File: src/rtl/nor_seq_pkg.sv
package nor_seq_pkg;
  typedef enum logic [2:0] {
    ST_READ, ST_U1, ST_U2, ST_PROG, ST_E1, ST_E2, ST_E3, ST_AUTO
  } seqState_t;

  typedef struct packed {
    logic prog;
    logic chipErase;
    logic blockErase;
  } seqStrobe_t;

  localparam logic [11:0] UNLOCK_HI = 12'hAAA;
  localparam logic [11:0] UNLOCK_LO = 12'h555;
  localparam logic [7:0]  KEY_A     = 8'hAA;
  localparam logic [7:0]  KEY_B     = 8'h55;
  localparam logic [7:0]  OP_ID     = 8'h90;
  localparam logic [7:0]  OP_PGM    = 8'hA0;
  localparam logic [7:0]  OP_ERS    = 8'h80;
  localparam logic [7:0]  OP_CHIP   = 8'h10;
  localparam logic [7:0]  OP_BLK    = 8'h30;
  localparam logic [7:0]  OP_RST    = 8'hF0;
  localparam logic [7:0]  DEV_ID    = 8'h5B;
endpackage

File: src/rtl/nor_seq_ctrl.sv
module nor_seq_ctrl
  import nor_seq_pkg::*;
#(
  parameter int BUSY_CYC = 8
) (
  input  logic        clk,
  input  logic        rstN,
  input  logic        busWr,
  input  logic [7:0]  busWdata,
  input  logic [11:0] cmdAddr,
  output seqStrobe_t  strobe,
  output logic        busy,
  output logic        idMode
);
  localparam int CW = $clog2(BUSY_CYC + 1);

  seqState_t st, nxt;
  logic [CW-1:0] busyCnt;
  logic atHi, atLo;

  assign atHi = (cmdAddr == UNLOCK_HI);
  assign atLo = (cmdAddr == UNLOCK_LO);
  assign busy = (busyCnt != '0);
  assign idMode = (st == ST_AUTO);

  always_comb begin
    nxt = st;
    strobe = '0;
    if (busWr && !busy) begin
      unique case (st)
        ST_READ: if (busWdata == KEY_A && atHi) nxt = ST_U1;
        ST_U1:   nxt = (busWdata == KEY_B && atLo) ? ST_U2 : ST_READ;
        ST_U2: begin
          nxt = ST_READ;
          if (atHi) begin
            if (busWdata == OP_ID)  nxt = ST_AUTO;
            if (busWdata == OP_PGM) nxt = ST_PROG;
            if (busWdata == OP_ERS) nxt = ST_E1;
          end
        end
        ST_PROG: begin
          strobe.prog = 1'b1;
          nxt = ST_READ;
        end
        ST_E1:   nxt = (busWdata == KEY_A && atHi) ? ST_E2 : ST_READ;
        ST_E2:   nxt = (busWdata == KEY_B && atLo) ? ST_E3 : ST_READ;
        ST_E3: begin
          nxt = ST_READ;
          if (busWdata == OP_CHIP && atHi) strobe.chipErase = 1'b1;
          else if (busWdata == OP_BLK)     strobe.blockErase = 1'b1;
        end
        ST_AUTO: if (busWdata == OP_RST) nxt = ST_READ;
        default: nxt = ST_READ;
      endcase
    end
  end

  always_ff @(posedge clk) begin
    if (!rstN) begin
      st <= ST_READ;
      busyCnt <= '0;
    end else begin
      st <= nxt;
      if (|strobe) busyCnt <= CW'(BUSY_CYC);
      else if (busy) busyCnt <= busyCnt - 1'b1;
    end
  end
endmodule

File: src/rtl/nor_seq_dp.sv
module nor_seq_dp
  import nor_seq_pkg::*;
#(
  parameter int AW = 20
) (
  input  logic [12:0]    busAddr,
  input  logic [AW-14:0] bankHi,
  input  logic [7:0]     busWdata,
  input  logic [7:0]     arrRdata,
  input  seqStrobe_t     strobe,
  input  logic           idMode,
  output logic [AW-1:0]  arrAddr,
  output logic [11:0]    cmdAddr,
  output logic [7:0]     busRdata,
  output logic           arrWe,
  output logic [7:0]     arrWdata,
  output logic           eraseReq,
  output logic [AW-1:0]  eraseBase,
  output logic [AW-1:0]  eraseLast
);
  localparam int BIG_SH = 16;
  logic [AW-1:0] blkBase, blkLast;

  assign arrAddr  = {bankHi, busAddr[11:0], busAddr[12]};
  assign cmdAddr  = arrAddr[11:0];
  assign busRdata = idMode ? DEV_ID : arrRdata;
  assign arrWe    = strobe.prog;
  assign arrWdata = arrRdata & busWdata;
  assign eraseReq = strobe.chipErase | strobe.blockErase;

  always_comb begin
    if (|arrAddr[AW-1:BIG_SH]) begin
      blkBase = {arrAddr[AW-1:BIG_SH], {BIG_SH{1'b0}}};
      blkLast = {arrAddr[AW-1:BIG_SH], {BIG_SH{1'b1}}};
    end else begin
      casez (arrAddr[15:13])
        3'b00?:  begin blkBase = AW'(20'h00000); blkLast = AW'(20'h03FFF); end
        3'b010:  begin blkBase = AW'(20'h04000); blkLast = AW'(20'h05FFF); end
        3'b011:  begin blkBase = AW'(20'h06000); blkLast = AW'(20'h07FFF); end
        default: begin blkBase = AW'(20'h08000); blkLast = AW'(20'h0FFFF); end
      endcase
    end
  end

  assign eraseBase = strobe.chipErase ? '0 : blkBase;
  assign eraseLast = strobe.chipErase ? '1 : blkLast;
endmodule

File: src/rtl/nor_flash_cmd_seq.sv
module nor_flash_cmd_seq
  import nor_seq_pkg::*;
#(
  parameter int AW       = 20,
  parameter int BUSY_CYC = 8
) (
  input  logic           clk,
  input  logic           rstN,
  input  logic           busWr,
  input  logic [12:0]    busAddr,
  input  logic [AW-14:0] bankHi,
  input  logic [7:0]     busWdata,
  output logic [7:0]     busRdata,
  output logic [AW-1:0]  arrAddr,
  input  logic [7:0]     arrRdata,
  output logic           arrWe,
  output logic [7:0]     arrWdata,
  output logic           eraseReq,
  output logic [AW-1:0]  eraseBase,
  output logic [AW-1:0]  eraseLast,
  output logic           busy,
  output logic           idMode
);
  seqStrobe_t strobe;
  logic [11:0] cmdAddr;

  nor_seq_ctrl #(.BUSY_CYC(BUSY_CYC)) u_ctrl (
    .clk(clk), .rstN(rstN), .busWr(busWr), .busWdata(busWdata),
    .cmdAddr(cmdAddr), .strobe(strobe), .busy(busy), .idMode(idMode)
  );

  nor_seq_dp #(.AW(AW)) u_dp (
    .busAddr(busAddr), .bankHi(bankHi), .busWdata(busWdata),
    .arrRdata(arrRdata), .strobe(strobe), .idMode(idMode),
    .arrAddr(arrAddr), .cmdAddr(cmdAddr), .busRdata(busRdata),
    .arrWe(arrWe), .arrWdata(arrWdata), .eraseReq(eraseReq),
    .eraseBase(eraseBase), .eraseLast(eraseLast)
  );
endmodule

File: config.mk
export PLATFORM = sky130hd
export DESIGN_NAME = nor_flash_cmd_seq
export DESIGN_NICKNAME = d
export VERILOG_FILES = /design/src/rtl/nor_seq_pkg.sv /design/src/rtl/nor_seq_ctrl.sv /design/src/rtl/nor_seq_dp.sv /design/src/rtl/nor_flash_cmd_seq.sv
export SDC_FILE = /design/constraint.sdc
export NUM_CORES = 1
export LEC_CHECK = 0
export BUFFER_PORTS_ARGS = -buffer_cell sky130_fd_sc_hd__buf_4
export CORE_UTILIZATION = 34
export CTS_BUF_LIST = sky130_fd_sc_hd__clkbuf_4
export CTS_CLUSTER_SIZE = 40
export DETAILED_ROUTE_END_ITERATION = 10
export PLACE_DENSITY = 0.79
export SYNTH_ARGS = -nofsm -noshare
export SYNTH_HDL_FRONTEND = slang
export SYNTH_SLANG_ARGS = --single-unit
File: constraint.sdc
create_clock -name clk -period 2.3 [get_ports clk]
set_clock_uncertainty 0.2 [all_clocks]
set_input_delay 0.345 -clock clk [delete_from_list [all_inputs] [get_ports clk]]
set_output_delay 0.345 -clock clk [all_outputs]
set_load 0.01 [all_outputs]
### After elaboration in Yosys (flattened, before gate mapping)

Cells that the tools add are included.

| cells by class | value |
|---|---|
| add/sub/neg operators | 1 |
| equal/unequal tests | 21 |
| mux-type cells | 25 |
| bitwise logic cells | 3 |
| reductions and logical operators | 14 |

Operators with widths:

| operator | number |
|---|---|
| $pmux 16 s3 | 2 |
| $mux 20 | 4 |
| $eq 8x8->1 const B | 5 |
| $mux 3 | 9 |
| $pmux 3 s7 | 1 |
| $eq 12x11->1 const B | 1 |
| $eq 12x12->1 const B | 1 |
| $eq 3x2->1 const B | 4 |
| $eq 3x3->1 const B | 4 |
| $and 8x8->8 | 1 |
| $eq 8x5->1 const B | 1 |
| $eq 8x6->1 const B | 1 |
| $eq 8x7->1 const B | 1 |
| $mux 4 | 2 |
| $mux 8 | 1 |
| $reduce_or 4->1 | 2 |
| $logic_and 1x1->1 | 4 |
| $mux 1 | 4 |
| $mux 2 | 2 |
| $reduce_bool 4->1 | 1 |
| $sub 4x1->4 const B | 1 |
| $eq 3x1->1 const B | 1 |
| $logic_not 3->1 | 1 |
| $reduce_and 3->1 | 1 |
| 9 further kinds | 9 |

| storage, ports and cells | value |
|---|---|
| bits in registers | 7 |
| bits of input ports | 39 |
| output and inout bits | 80 |

### Depth between registers and ports, before layout

| depth | value |
|---|---|
| depth after elaboration | 7 |
| gate-level depth with buffers | 7 |

### Hierarchy

From an unflattened synthesis, not the netlist that was laid out.

| unflattened totals | value |
|---|---|
| cell total of the unflattened synthesis | 167 |
| area total of the unflattened synthesis | 1285.0 µm² |

By module, submodules not included:

| module | instances | cells each | area an instance (µm²) |
|---|---|---|---|
| nor_seq_dp | 1 | 94 | 670.6 |
| nor_seq_ctrl | 1 | 73 | 614.3 |

### Worst setup path before layout

OpenSTA, ideal clock, no wires.

| timing path | value |
|---|---|
| path kind | register -> output |
| from | register u_ctrl.busyCnt[0] |
| to | output port eraseBase[13] |
| arrival time | 1760 ps |
| setup slack | -5 ps |
| stages on the path, launching flop included | 8 |
| cell sequence | dfxtp_1 -> inv_1 -> ha_1 -> nand4bb_4 -> or3b_4 -> nor4_4 -> nor4_2 -> and3_1 |

| on the way | value |
|---|---|
| word-level cells in the longest chain between the ends | 5 |

Ends and longest elaborated chain:

| what | line | RTL |
|---|---|---|
| from (decl) | nor_seq_ctrl.sv:18 | `logic [CW-1:0] busyCnt;` |
| from (signal assigned) | nor_seq_ctrl.sv:64 | `if (\|strobe) busyCnt <= CW'(BUSY_CYC);` |
| from (signal assigned) | nor_seq_ctrl.sv:65 | `else if (busy) busyCnt <= busyCnt - 1'b1;` |
| $reduce_bool 4->1 | nor_seq_ctrl.sv:23 | `assign busy = (busyCnt != '0);` |
| $logic_not 1->1 | nor_seq_ctrl.sv:29 | `if (busWr && !busy) begin` |
| $logic_and 1x1->1 | nor_seq_ctrl.sv:29 |  |
| $mux 3 | nor_seq_ctrl.sv:29 |  |
| $mux 20 | nor_seq_dp.sv:45 | `assign eraseBase = strobe.chipErase ? '0 : blkBase;` |
| to (decl) | nor_flash_cmd_seq.sv:19 | `output logic [AW-1:0] eraseBase,` |

No other way between the ends.

### Worst setup path in the final report

Ends and elaborated chain as after synthesis.

==> qor.txt <==
Outcome: complete, but fails checks
Failing checks: negative setup slack
Hold Startpoint: rstN
Static Leak: 0.984 nW
PD cells: 446 mW/mm^2
Crit path time final: 2.52 ns
Fill cells: 330
Initial antenna violation count: 0
Routed WL per cell: 11.1 um
Crit path setup slack, layout: -0.219 ns
Max cap viols: 0
Setup Viol. Count Final: 14
Die area: 0.00382 mm^2
Sink Count: 7
Ys Warns: 0
Reg-to-reg startpoint: u_ctrl.busyCnt[0]
WP data required: 1.75 ns
Total core area: 0.00339 mm^2
Syn avg cell area: 7.42 um^2
Peak VDD IR: 226 uV
Worst-Skew Late Latency: 0.24 ns
Die Width: 61.8 um
Final core area utilization: 58.0%
Final slew viol count: 0
Critical Path AT: 1.97 ns
Sequential share of the synthesized area: 11.5%
Largest net degree at the start of global routing: 11
DP Area: 0.00183 mm^2
CTS H-Tree Depth: 1
Cell at the root of the clock tree: clkbuf_4
R2R cell count: 9
Startpoint types: flip-flop
Setup TNS Final: -1.79 ns
Post-route cell area: 0.00197 mm^2
Critical Path Sink Type: output pin
RR Endpoint: u_ctrl.busyCnt[3]
Post-synth cell types: 37
Site Rows: 21
Reg2Reg Setup Slack: 0.41 ns
DRC viols: 0
Clock Pin Slew Worst Setup and Hold Paths: 0.05 ns
RSZ-0062 raised after global routing: true
Commonest non-fill, non-tap cells in the layout: buf_4 (101), conb_1 (26), and2_1 (13), buf_6 (11), nor2_1 (10)
First-pass GRT wire length: 4.97 mm
Final std cells w/o fill: 301
Vias: 1340
Vias in the first global route: 1197
Final Power: 876 uW
Max Freq: 397 MHz
DP HPWL: 2.82 mm
Placed cells: 294
GP Congestion: 0.839
HP Class: primary input to flip-flop
Final WL: 3.34 mm
Die height: 61.8 um
Flops & latches, synth: 7
DRT Pass-1 Iters: 4
Tcrit/Tclk final: 110%
Total GRT Usage: 17.4%
Iter 0 DRT Violations: 38
Crit-path max FO: 5
Number of buffers added on ports: 90
Hold depth: 2
CTS Buf Count: 3
FF+latch area: 141 um^2
CTS tree: done
Post-route ant nets: 0
Grt ovf: 0
Most common cell after layout, fill and taps aside: buf_4
Hold buffer count at cts: 0
Ant. Diodes: 0
Post-Syn Instances: 164
Area taken by multi-input logic gates: 828 um^2
Final hold violations: 0
Hold Path Sink: u_ctrl.busyCnt[3]
Synthesis-to-layout area growth: 61.5%
Initial Util: 35.9%
WS Path Type: flip-flop to output pin
I/O pin cnt: 119
Hold WS: 0.152 ns
Post-synthesis cell area: 0.00122 mm^2
Clock buffer depth: 2
Final net count: 297
Vias per cell: 4.45
Layout cells sized above 1: 52.5%
Post-Place Setup Slack: -0.0794 ns
## how the worst max path moves through the flow
| stage | start | to | slack, ns | cells after the start |
|---|---|---|---|---|
| after floorplan | u_ctrl.busyCnt[0] | eraseBase[13] | -0.005 | 7 |
| after global placement | busAddr[7] | eraseBase[13] | -0.04 | 8 |
| after detailed placement | busAddr[7] | eraseBase[13] | -0.08 | 8 |
| after CTS | u_ctrl.busyCnt[0] | eraseBase[13] | -0.27 | 9 |
| after global routing | u_ctrl.busyCnt[0] | eraseBase[13] | -0.35 | 9 |
| final | u_ctrl.busyCnt[0] | eraseBase[13] | -0.22 | 9 |
## power breakdown
part	internal, mW	leakage, nW	switching [mW]
Sequential	0.154	0.0575	0.0260
Combinational	0.323	0.908	0.253
Clock	0.0778	0.0184	0.0421
## cell families after synthesis
kind of cell             share of synthesized area [%]
AND/OR/NAND/NOR                                   46.1
flip-flops                                        11.5
AO/OA/AOI/OAI                                     5.96
adder cells (fa/ha/maj)                           2.06
other                                            0.617
XOR/XNOR                                          2.16
buffers and inverters                             31.6
## flip-flops by register name (all words and copies together) (netlist names)
| register | cells |
|---|---|
| u_ctrl.busyCnt | 4 |
| u_ctrl.st | 3 |
## cells in the mapped netlist (all sizes together)
cell type  instances  share of area [%]
buf               46                 28
and2              13                6.7
nor2              10                3.1
nand2b             9                4.6
dfxtp              7                 12
inv                7                2.2
nor4               7                5.3
nand2              5                1.5
nor3               5                2.1
nor4bb             5                4.1
or2                5                2.6
a21oi              4                1.6
and2b              4                2.5
o21ai              4                1.6
clkbuf             3                1.0
nand3              3                1.2
nor4b              3                2.2
or3                3                1.5
xnor2              3                2.2
and3               2                1.0
conb               2               0.62
ha                 2                2.1
a211oi             1               0.62
a21o               1               0.62
a41oi              1               0.72
and4b              1               0.82
and4bb             1                1.0
nand3b             1               0.62
nand4              1               0.51
nand4bb            1                2.3
nor3b              1               0.62
o31a               1               0.72
or3b               1               0.92
or4bb              1               0.92
## layer usage
metal	track usage (%)	part of all wire, %	wire length [um]	vias up
met2	33.8	57	1890	68
met4	7.94	0.81	27	0
met1	18.9	37	1250	605
met3	1.45	5.2	172	2
met5	0	0	0	-
li1	-	-	-	665
## cell type report
cell class / instances / share of cell area [%]
clock buffer: 4 / 1.53
timing repair buffer: 112 / 44.9
tap: 46 / 2.93
inverter: 7 / 1.34
sequential: 7 / 7.19
multi-input combinational: 125 / 42.1
## critical path, cell delays in order, from the launching register on
cell and delay (ns):
dfxtp_2 0.32, inv_2 0.07, ha_4 0.15, nand4bb_4 0.11, or3b_4 0.39, nor4_4 0.16, buf_4 0.18, nor4_4 0.05
and3_4 0.18, buf_6 0.11
## timing repair
action / CTS / global route
cloned: 1 / 0
pin swaps: 1 / 2
setup buffers: 2 / 1
endpoints found under the setup margin: 16 / 16
gates resized for setup: 21 / 5
Note: power is estimated with default switching activity, not from simulation.
